--- src/rtl/lsu_lane_pkg.sv ---
package lsu_lane_pkg;

    localparam int OFF_W = 12;

    localparam logic [6:0] OPC_LOAD  = 7'b0000011;
    localparam logic [6:0] OPC_STORE = 7'b0100011;

    localparam logic [2:0] SZ_B  = 3'b000;
    localparam logic [2:0] SZ_H  = 3'b001;
    localparam logic [2:0] SZ_W  = 3'b010;
    localparam logic [2:0] SZ_BU = 3'b100;
    localparam logic [2:0] SZ_HU = 3'b101;

    typedef enum logic [1:0] {
        ACC_NONE  = 2'd0,
        ACC_LOAD  = 2'd1,
        ACC_STORE = 2'd2
    } acc_kind_e;

    typedef struct packed {
        acc_kind_e          kind;
        logic               legal;
        logic [2:0]         width;
        logic [OFF_W-1:0]   offset;
    } mem_req_t;

    function automatic acc_kind_e kind_of(input logic [6:0] opc);
        if (opc == OPC_LOAD)
            return ACC_LOAD;
        else if (opc == OPC_STORE)
            return ACC_STORE;
        return ACC_NONE;
    endfunction

    function automatic logic width_legal(input acc_kind_e k, input logic [2:0] w);
        logic ok;
        ok = 1'b0;
        case (k)
            ACC_STORE: ok = (w == SZ_B) || (w == SZ_H) || (w == SZ_W);
            ACC_LOAD:  ok = (w == SZ_B) || (w == SZ_H) || (w == SZ_W) ||
                            (w == SZ_BU) || (w == SZ_HU);
            default:   ok = 1'b0;
        endcase
        return ok;
    endfunction

    // size class from the two low bits of the width code: 0 byte, 1 half, 2 word
    function automatic logic off_boundary(input logic [2:0] w, input logic [1:0] lane);
        logic bad;
        case (w[1:0])
            2'b01:   bad = lane[0];
            2'b10:   bad = |lane;
            default: bad = 1'b0;
        endcase
        return bad;
    endfunction

endpackage

--- src/rtl/lsu_insn_decode.sv ---
module lsu_insn_decode
    import lsu_lane_pkg::*;
(
    input  logic [31:0] instr,
    output mem_req_t    req
);
    acc_kind_e kind;
    logic      unused_fields;

    assign kind          = kind_of(instr[6:0]);
    assign unused_fields = ^instr[24:15];

    always_comb begin
        req.kind  = kind;
        req.width = instr[14:12];
        req.legal = width_legal(kind, instr[14:12]);
        if (kind == ACC_STORE)
            req.offset = {instr[31:25], instr[11:7]};
        else
            req.offset = instr[31:20];
    end

    always_comb begin
        if (req.legal) begin
            a_r9_legal_needs_kind: assert (req.kind != ACC_NONE);
        end
    end
endmodule

--- src/rtl/lsu_addr_gen.sv ---
module lsu_addr_gen
    import lsu_lane_pkg::*;
#(
    parameter int XLEN = 32,
    localparam int LANES  = XLEN / 8,
    localparam int LANE_W = $clog2(LANES)
) (
    input  logic [XLEN-1:0]   base,
    input  logic [OFF_W-1:0]  offset,
    output logic [XLEN-1:0]   word_addr,
    output logic [LANE_W-1:0] lane
);
    logic [XLEN-1:0] off_ext;
    logic [XLEN-1:0] eff;

    assign off_ext   = {{(XLEN-OFF_W){offset[OFF_W-1]}}, offset};
    assign eff       = base + off_ext;
    assign word_addr = {eff[XLEN-1:LANE_W], {LANE_W{1'b0}}};
    assign lane      = eff[LANE_W-1:0];
endmodule

--- src/rtl/lsu_store_lane.sv ---
module lsu_store_lane
    import lsu_lane_pkg::*;
#(
    parameter int XLEN = 32,
    localparam int LANES  = XLEN / 8,
    localparam int LANE_W = $clog2(LANES)
) (
    input  logic              en,
    input  logic [2:0]        width,
    input  logic [LANE_W-1:0] lane,
    input  logic [XLEN-1:0]   store_val,
    output logic [LANES-1:0]  be,
    output logic [XLEN-1:0]   wdata
);
    localparam logic [LANES-1:0] ONE_LANE = LANES'(1);
    localparam logic [LANES-1:0] TWO_LANE = LANES'(3);

    logic [LANE_W-1:0] half_shift;
    assign half_shift = {lane[LANE_W-1:1], 1'b0};

    always_comb begin
        case (width[1:0])
            2'b00:   wdata = {LANES{store_val[7:0]}};
            2'b01:   wdata = {(LANES/2){store_val[15:0]}};
            default: wdata = store_val;
        endcase
    end

    always_comb begin
        be = '0;
        if (en) begin
            case (width[1:0])
                2'b00:   be = ONE_LANE << lane;
                2'b01:   be = TWO_LANE << half_shift;
                default: be = '1;
            endcase
        end
    end

    always_comb begin
        if (!en) begin
            a_r8_idle_no_enable: assert (be == '0);
        end else begin
            a_r3_enable_count: assert ($countones(be) == 1 || $countones(be) == 2 ||
                                       $countones(be) == LANES);
        end
    end
endmodule

--- src/rtl/lsu_load_extract.sv ---
module lsu_load_extract
    import lsu_lane_pkg::*;
#(
    parameter int XLEN = 32,
    localparam int LANES  = XLEN / 8,
    localparam int LANE_W = $clog2(LANES)
) (
    input  logic              en,
    input  logic [2:0]        width,
    input  logic [LANE_W-1:0] lane,
    input  logic [XLEN-1:0]   rdata,
    output logic [XLEN-1:0]   value
);
    logic [7:0]  lane_byte [LANES];
    logic [15:0] lane_half [LANES/2];

    for (genvar gi = 0; gi < LANES; gi++) begin : g_bytes
        assign lane_byte[gi] = rdata[8*gi +: 8];
    end
    for (genvar gh = 0; gh < LANES/2; gh++) begin : g_halves
        assign lane_half[gh] = rdata[16*gh +: 16];
    end

    logic [7:0]  sel_b;
    logic [15:0] sel_h;
    logic        sign_on;

    assign sel_b   = lane_byte[lane];
    assign sel_h   = lane_half[lane[LANE_W-1:1]];
    assign sign_on = ~width[2];

    always_comb begin
        value = '0;
        if (en) begin
            case (width[1:0])
                2'b00:   value = {{(XLEN-8){sign_on & sel_b[7]}}, sel_b};
                2'b01:   value = {{(XLEN-16){sign_on & sel_h[15]}}, sel_h};
                default: value = rdata;
            endcase
        end
    end

    always_comb begin
        if (en && width == SZ_B) begin
            a_r5_byte_sign_fill: assert (value[XLEN-1:8] == {(XLEN-8){value[7]}});
        end
        if (en && width == SZ_HU) begin
            a_r6_half_zero_fill: assert (value[XLEN-1:16] == '0);
        end
        if (!en) begin
            a_r9_idle_zero: assert (value == '0);
        end
    end
endmodule

--- src/rtl/lsu_byte_lane.sv ---
module lsu_byte_lane
    import lsu_lane_pkg::*;
#(
    parameter int XLEN = 32,
    localparam int LANES  = XLEN / 8,
    localparam int LANE_W = $clog2(LANES)
) (
    input  logic [31:0]      instr,
    input  logic [XLEN-1:0]  base_val,
    input  logic [XLEN-1:0]  store_val,
    input  logic [XLEN-1:0]  mem_rdata,
    output logic [XLEN-1:0]  mem_addr,
    output logic [LANES-1:0] mem_be,
    output logic [XLEN-1:0]  mem_wdata,
    output logic [XLEN-1:0]  load_val,
    output logic             misaligned
);
    mem_req_t          req;
    logic [LANE_W-1:0] lane;
    logic              live;
    logic              st_en;
    logic              ld_en;

    lsu_insn_decode u_dec (
        .instr (instr),
        .req   (req)
    );

    lsu_addr_gen #(.XLEN(XLEN)) u_agen (
        .base      (base_val),
        .offset    (req.offset),
        .word_addr (mem_addr),
        .lane      (lane)
    );

    assign live       = req.legal && (req.kind != ACC_NONE);
    assign misaligned = live && off_boundary(req.width, lane[1:0]);
    assign st_en      = live && !misaligned && (req.kind == ACC_STORE);
    assign ld_en      = live && !misaligned && (req.kind == ACC_LOAD);

    lsu_store_lane #(.XLEN(XLEN)) u_st (
        .en        (st_en),
        .width     (req.width),
        .lane      (lane),
        .store_val (store_val),
        .be        (mem_be),
        .wdata     (mem_wdata)
    );

    lsu_load_extract #(.XLEN(XLEN)) u_ld (
        .en    (ld_en),
        .width (req.width),
        .lane  (lane),
        .rdata (mem_rdata),
        .value (load_val)
    );

    always_comb begin
        if (misaligned) begin
            a_r8_misaligned_quiet: assert (mem_be == '0 && load_val == '0);
        end
        if (req.kind == ACC_LOAD) begin
            a_r10_load_no_write: assert (mem_be == '0);
        end
        if (req.kind == ACC_STORE) begin
            a_r10_store_no_result: assert (load_val == '0);
        end
        a_r1_word_aligned: assert (mem_addr[LANE_W-1:0] == '0);
    end
endmodule

--- config.mk ---
export PLATFORM = sky130hd
export DESIGN_NAME = lsu_byte_lane
export DESIGN_NICKNAME = d
export VERILOG_FILES = /design/src/rtl/lsu_lane_pkg.sv /design/src/rtl/lsu_insn_decode.sv /design/src/rtl/lsu_addr_gen.sv /design/src/rtl/lsu_store_lane.sv /design/src/rtl/lsu_load_extract.sv /design/src/rtl/lsu_byte_lane.sv
export SDC_FILE = /design/constraint.sdc
export NUM_CORES = 1
export LEC_CHECK = 0
export BUFFER_PORTS_ARGS = -buffer_cell sky130_fd_sc_hd__buf_4
export CAP_MARGIN = 30
export CORE_MARGIN = 5
export CORE_UTILIZATION = 45
export DETAILED_ROUTE_END_ITERATION = 10
export PLACE_DENSITY_LB_ADDON = 0.12
export SLEW_MARGIN = 20
export SYNTH_ARGS = -nofsm -noshare
export SYNTH_HDL_FRONTEND = slang
export SYNTH_HIERARCHICAL = 1
export SYNTH_SLANG_ARGS = --single-unit
--- constraint.sdc ---
create_clock -name vclk -period 5.4
set_input_delay 0.54 -clock vclk [all_inputs]
set_output_delay 0.54 -clock vclk [all_outputs]
set_load 0.03 [all_outputs]
### Yosys cells after proc, flatten, opt, wreduce, memory -nomap -nowiden

Cells that the tools add are included.

| storage, ports and cells | value |
|---|---|
| register bits after elaboration | 0 |
| output and inout bits | 101 |
| logic and storage cells | 53 |

| cells by class | value |
|---|---|
| add/subtract/negate cells | 1 |
| order comparisons | 2 |
| eq/ne operators | 10 |
| shift-type cells | 2 |
| mux-type cells | 19 |
| bitwise operators | 5 |
| reductions and logical operators | 14 |

Operators by type and width:

| kind | number |
|---|---|
| case mux 32 bit (2 select lines) | 2 |
| two-way mux 16 bit | 3 |
| adder 32 bit | 1 |
| two-way mux 32 bit | 1 |
| binary-select mux 8 bit (select 2 bit) | 1 |
| two-way mux 8 bit | 2 |
| case mux 4 bit (2 select lines) | 1 |
| == test 7 x 2 -> 1 bit, second input constant | 1 |
| == test 7 x 6 -> 1 bit, second input constant | 1 |
| == test 3 bit, second input constant | 2 |
| two-way mux 2 bit | 3 |
| logical AND 1 bit | 5 |
| two-way mux 5 bit | 1 |
| == test 2 x 1 -> 1 bit, second input constant | 2 |
| == test 2 bit, second input constant | 2 |
| logical OR 1 bit | 4 |
| two-way mux 4 bit | 1 |
| case mux 1 bit (2 select lines) | 2 |
| << shifter 1 x 2 -> 4 bit, first input constant | 1 |
| << shifter 2 x 2 -> 4 bit, first input constant | 1 |
| == test 3 x 1 -> 1 bit, second input constant | 1 |
| == test 3 x 2 -> 1 bit, second input constant | 1 |
| >= comparator 3 bit, second input constant | 1 |
| logical NOT 3 bit | 1 |
| 10 further kinds | 12 |

### Depth between registers and ports, before layout

Gate-level depths: netlist of run 1.

| depth | value |
|---|---|
| word-level depth | 14 |
| depth in mapped cells | 14 |

### By module

The synthesis of run 1 kept the hierarchy.

Modules (own cells, without submodules):

| module | instances | cells each | area an instance (µm²) | sequential area each (µm²) |
|---|---|---|---|---|
| lsu_addr_gen | 1 | 244 | 1762.9 | 0.0 |
| lsu_load_extract | 1 | 149 | 1007.2 | 0.0 |
| lsu_store_lane | 1 | 64 | 514.2 | 0.0 |
| lsu_insn_decode | 1 | 25 | 192.7 | 0.0 |
| lsu_byte_lane | 1 | 15 | 106.4 | 0.0 |

### Least setup slack after synthesis of run 1

No wires, ideal clock.

| timing path | value |
|---|---|
| path kind | input to output |
| from | input instr[4] |
| to | output load_val[10] |
| arrival time | 3.888 ns |
| path slack | 0.972 ns |
| cell stages on the path | 12 |
| path buffers | 3 |
| cell sequence | and4bb_2 -> nand3_4 -> mux2_2 -> ha_1 -> fa_1 -> or2_1 -> a211oi_1 -> buf_2 -> or3b_1 -> buf_2 -> buf_1 -> o22ai_1 |

RTL lines:

| item | RTL line | text |
|---|---|---|
| start: declaration | lsu_byte_lane.sv:8 | `input logic [31:0] instr,` |
| end: declaration | lsu_byte_lane.sv:15 | `output logic [XLEN-1:0] load_val,` |

==> impl_metrics.env, run 1 <==
export IMPL_crit_type="in -> out"
export IMPL_synth_top_area_share=0.115
export IMPL_fin_nets=833
export IMPL_stdcell_count=771
export IMPL_die_y_um=99.2
export IMPL_gr_total_overflow=0
export IMPL_hold_class="in -> out"
export IMPL_synthesis_area_um2=3580
export IMPL_finalCritPeriodShare=0.826
export IMPL_worstHoldPathCells=2
export IMPL_ctsResizeCount=0
export IMPL_worst_slew_pin_slew_ps=726
export IMPL_fin_tns_setup_ps=0
export IMPL_rsz0062_at_grt="false"
export IMPL_regArea_um2=0
export IMPL_ys_seq_area_frac=0
export IMPL_place_inst=771
export IMPL_whs_endpoint="mem_wdata[6]"
export IMPL_antenna_found_initial=0
export IMPL_critPathCaptureType="output pin"
export IMPL_finalSetupViolCount=0
export IMPL_fin_crit_ps=4460
export IMPL_synthToLayoutAreaGrowth_pct=41.8
export IMPL_syn_area_per_cell_um2=7.21
export IMPL_min_from="store_val[6]"
export IMPL_wl_per_cell_um=16.4
export IMPL_via_per_inst=5.74
export IMPL_drt_total_wl_um=12600
export IMPL_power_density_nw_per_um2=132
export IMPL_die_w_um=99.2
export IMPL_holdBufCountCts=0
export IMPL_yosys_top_cells_area="ha_1, mux2_2, a21oi_1"
export IMPL_cp_required_ps=4860
export IMPL_seq_cells=0
export IMPL_max_slew_margin=0.516
export IMPL_crit_arrival_ps=3920
export IMPL_grt_max_degree=80
export IMPL_synth_largest_area_cell="ha_1"
export IMPL_fillers=681
export IMPL_core_area_um2=7730
export IMPL_dieArea_um2=9850
export IMPL_p_leak_nw=2.50
export IMPL_gp_congestion=0.934
export IMPL_hold_violations=0
export IMPL_hpwl_um=10300
export IMPL_status="completed"
export IMPL_slew_viol_final=0
export IMPL_grt_util_all_layers=0.232
export IMPL_synthCells=497
export IMPL_ir_worst_vdd_mv=0.112
export IMPL_fp_row_count=32
export IMPL_ios=229
export IMPL_vias=4426
export IMPL_netlist_cell_type_count=67
export IMPL_grt_pass1_vias=4116
export IMPL_grt_pass1_wl_um=19900
export IMPL_cts_setup_buffers=0
export IMPL_ys_warn_count=6
export IMPL_io_buffer_count=222
export IMPL_max_freq_ghz=0.224
export IMPL_ant_nets=0
export IMPL_drtPass1Iterations=7
export IMPL_cap_violations=0
export IMPL_drc=0
export IMPL_critPathMaxFanout=25
export IMPL_drive_above_1_share=0.413
export IMPL_start_kind="input pin"
export IMPL_drt_iter0_drc=218
export IMPL_diodes=0
export IMPL_start_util=0.464
export IMPL_clockBufferCount=0
per-layer routing:
layer,up-vias,track usage,part of all wire
met5,-,0,0
met4,0,0.0252,0.012
met3,20,0.0281,0.078
met2,186,0.438,0.51
met1,2027,0.289,0.40
li1,2193,-,-
worst max-delay path, cell delays in order:
cell and delay (ps):
buf_4 100, and4bb_2 340, nand3_4 120, mux2_2 300, ha_1 240, fa_1 460
or2_1 270, a211oi_2 210, or3b_1 360, buf_4 240, nand4bb_1 220, buf_4 220
o211ai_1 120, buf_4 190
placed cells by master, fill, tap and decap left out, types with 12 or more instances in the layout:
master,count
a21o_1,19
a21oi_1,40
buf_4,227
ha_1,33
inv_1,12
mux2_2,23
mux2i_1,17
nand2_1,36
nand3_1,26
nor2_1,20
nor2b_1,12
o21ai_0,30
xnor2_1,13
xor2_1,15
per-stage QoR:
| step | hold WS (ps) | cell area, um^2 | setup slack, ps | utilization | power, mW |
|---|---|---|---|---|---|
| 2_1_floorplan | 1210 | 3590 | 972 | - | 0.446 |
| 3_3_place_gp | 1320 | 5080 | 994 | 0.658 | 0.656 |
| 3_5_place_dp | 1330 | 5080 | 956 | 0.658 | 0.666 |
| 4_1_cts | 1330 | 5080 | 950 | 0.658 | 0.669 |
| 5_1_grt | 1330 | 5080 | 738 | 0.658 | 0.721 |
| 6_report | 1330 | 5080 | 942 | 0.658 | 0.670 |
worst max-delay path by stage:
stage	start	endpoint	slack, ps	cells past startpoint
global placement	instr[4]	load_val[18]	990	14
finish	instr[4]	load_val[18]	940	14
floorplan	instr[4]	load_val[10]	970	12
CTS	instr[4]	load_val[18]	950	14
global route	instr[4]	load_val[16]	740	14
detailed placement	instr[4]	load_val[18]	960	14
where the power goes:
part | switching, mW | internal, mW
Clock | 0 | 0
Combinational | 0.387 | 0.283
Sequential | 0 | 0
Total | 0.387 | 0.283
area by class of cell:
cell class | instances | area [um^2] | share of cell area
multi-input cells | 430 | 3210 | 0.631
well taps | 102 | 128 | 0.0251
inverters | 12 | 45.0 | 0.00886
repair buffers | 227 | 1700 | 0.335
cells by family after synthesis:
family / Yosys count / synth area share
AO/OA/AOI/OAI: 172 / 0.345
AND/OR/NAND/NOR: 154 / 0.237
buffers and inverters: 68 / 0.108
multiplexers: 40 / 0.120
adder cells (fa/ha/maj): 34 / 0.121
XOR/XNOR: 28 / 0.0684
other: 1 / 0.00105
Yosys cell counts, types with 5 or more instances:
| cell | instances |
|---|---|
| nor3_1 | 5 |
| xor2_1 | 15 |
| nand2_1 | 36 |
| xnor2_1 | 13 |
| nand4_1 | 8 |
| mux2_2 | 23 |
| and2_1 | 8 |
| nand2b_1 | 10 |
| o21a_1 | 11 |
| clkbuf_1 | 18 |
| nor2b_1 | 12 |
| a21oi_1 | 40 |
| buf_4 | 21 |
| a222oi_1 | 7 |
| a211oi_1 | 6 |
| a21o_1 | 19 |
| o22ai_1 | 9 |
| buf_2 | 9 |
| mux2i_1 | 17 |
| o211ai_1 | 9 |
| ha_1 | 33 |
| nand3_1 | 26 |
| o211ai_2 | 10 |
| o21ai_0 | 30 |
| nor2_1 | 20 |
| inv_1 | 12 |
| a31oi_1 | 5 |
| nand3b_1 | 10 |
Power figures use the tool's default switching activity.
==> inputs of run 2 (changes only) <==
Settings changed: CORE_UTILIZATION 45 to 41.
Clock period 5.4 ns to 3.8 ns, I/O delays scaled along.
==> run 2 against run 1 <==
- flip-flop and latch count stayed put
- count of clock-buffer cells in the layout unchanged
- critical path depth decreased by 1
- via count up 2.1%
- largest cell class unchanged
- largest power group unchanged
- global-route usage down 1.3 points
- power is 51% higher
- sequential share of layout area unchanged
==> impl_metrics.env, run 2 (synthesis gave the netlist of run 1 again) <==
export IMPL_max_freq_ghz=0.264
export IMPL_synthToLayoutAreaGrowth_pct=54.7
export IMPL_grt_max_degree=54
export IMPL_critPathCaptureType="output pin"
export IMPL_critPathMaxFanout=8
export IMPL_cap_violations=0
export IMPL_holdBufCountCts=0
export IMPL_wl_per_cell_um=16.7
export IMPL_post_route_util=0.642
export IMPL_worstHoldPathCells=2
export IMPL_finalCritPeriodShare=0.998
export IMPL_io_buffer_count=222
export IMPL_finalSetupViolCount=0
export IMPL_die_w_um=103
export IMPL_antenna_found_initial=0
export IMPL_start_util=0.415
export IMPL_hold_violations=0
export IMPL_die_y_um=103
export IMPL_regArea_um2=0
export IMPL_status="completed"
export IMPL_via_per_inst=5.66
export IMPL_gr_total_overflow=0
export IMPL_core_area_um2=8640
export IMPL_power_density_nw_per_um2=182
export IMPL_ir_worst_vdd_mv=0.182
export IMPL_worst_slew_pin_slew_ps=532
export IMPL_fin_nets=854
export IMPL_place_area_um2=5360
export IMPL_min_from="store_val[0]"
export IMPL_fin_area_um2=5540
export IMPL_dieArea_um2=10700
export IMPL_fp_row_count=34
export IMPL_hpwl_um=10600
export IMPL_drt_iter0_drc=150
export IMPL_fin_tns_setup_ps=0
export IMPL_drive_above_1_share=0.455
export IMPL_final_cell_mix="buf_4, a21oi_1, nand2_1, o21ai_0, ha_1"
export IMPL_fin_ws_ps=5.93
export IMPL_ant_nets=0
export IMPL_cp_required_ps=3420
export IMPL_multi_input_area_um2=3410
export IMPL_place_inst=791
export IMPL_drt_total_wl_um=13300
export IMPL_stdcell_count=798
export IMPL_final_common_cell="buf_4"
export IMPL_clockBufferCount=0
export IMPL_gp_congestion=0.895
export IMPL_fin_crit_ps=3790
export IMPL_start_kind="input pin"
export IMPL_grt_util_all_layers=0.219
export IMPL_grt_pass1_vias=4249
export IMPL_crit_arrival_ps=3410
export IMPL_slew_viol_final=0
export IMPL_fillers=757
export IMPL_drc=0
export IMPL_crit_type="in -> out"
export IMPL_ios=229
export IMPL_seq_cells=0
export IMPL_rsz0062_at_grt="true"
export IMPL_diodes=0
export IMPL_total_power_mw=1.01
export IMPL_p_leak_nw=2.64
export IMPL_grt_pass1_wl_um=19800
export IMPL_drtPass1Iterations=7
export IMPL_finalHoldWorstSlack_ps=1010
export IMPL_vias=4520
export IMPL_hold_class="in -> out"
export IMPL_max_slew_margin=0.636
export IMPL_dp_worst_setup_slack_ps=-124
export IMPL_whs_endpoint="mem_wdata[0]"
-- run 2: how the worst max path moves through the flow --
stage | to | slack, ps | from
after global placement | load_val[20] | -50 | instr[6]
after global routing | load_val[16] | -90 | instr[6]
after CTS | load_val[16] | -30 | instr[4]
after detailed placement | load_val[16] | -120 | instr[6]
after floorplan | load_val[19] | -120 | instr[6]
final | load_val[16] | 6 | instr[6]
-- run 2: final cells by class --
type | instances | share of cell area
inverters | 12 | 0.00812
multi-input cells | 430 | 0.616
well taps | 108 | 0.0244
repair buffers | 248 | 0.352
-- run 2: critical path: stages --
cell and delay [ps]:
buf_6 90, and4bb_2 330, nand3_4 100, mux2_4 330
ha_4 170, fa_2 410, or2_1 250, a211oi_2 230
or3b_4 430, nand4bb_4 240, buf_6 180, o211ai_1 90
buf_4 190
-- run 2: timing repair --
item | CTS | global route
setup endpoints to repair | 25 | 32
resized for setup | 12 | 16
pin swaps | 6 | 13
cloned | 1 | 0
buffers inserted | 3 | 4
-- run 2: layer usage --
layer  global-route usage  wire length, um  up-vias
li1                     -                -     2241
met1                0.257             5190     2110
met2                0.439             7000      157
met3               0.0255             1010       12
met4               0.0139              106        0
met5                    0                0        -
-- run 2: power breakdown --
part	switching (mW)	leakage, nW	total (mW)	internal, mW
clock network	0	0	0	0
logic	0.571	2.64	1.01	0.437
registers	0	0	0	0
total	0.571	2.64	1.01	0.437
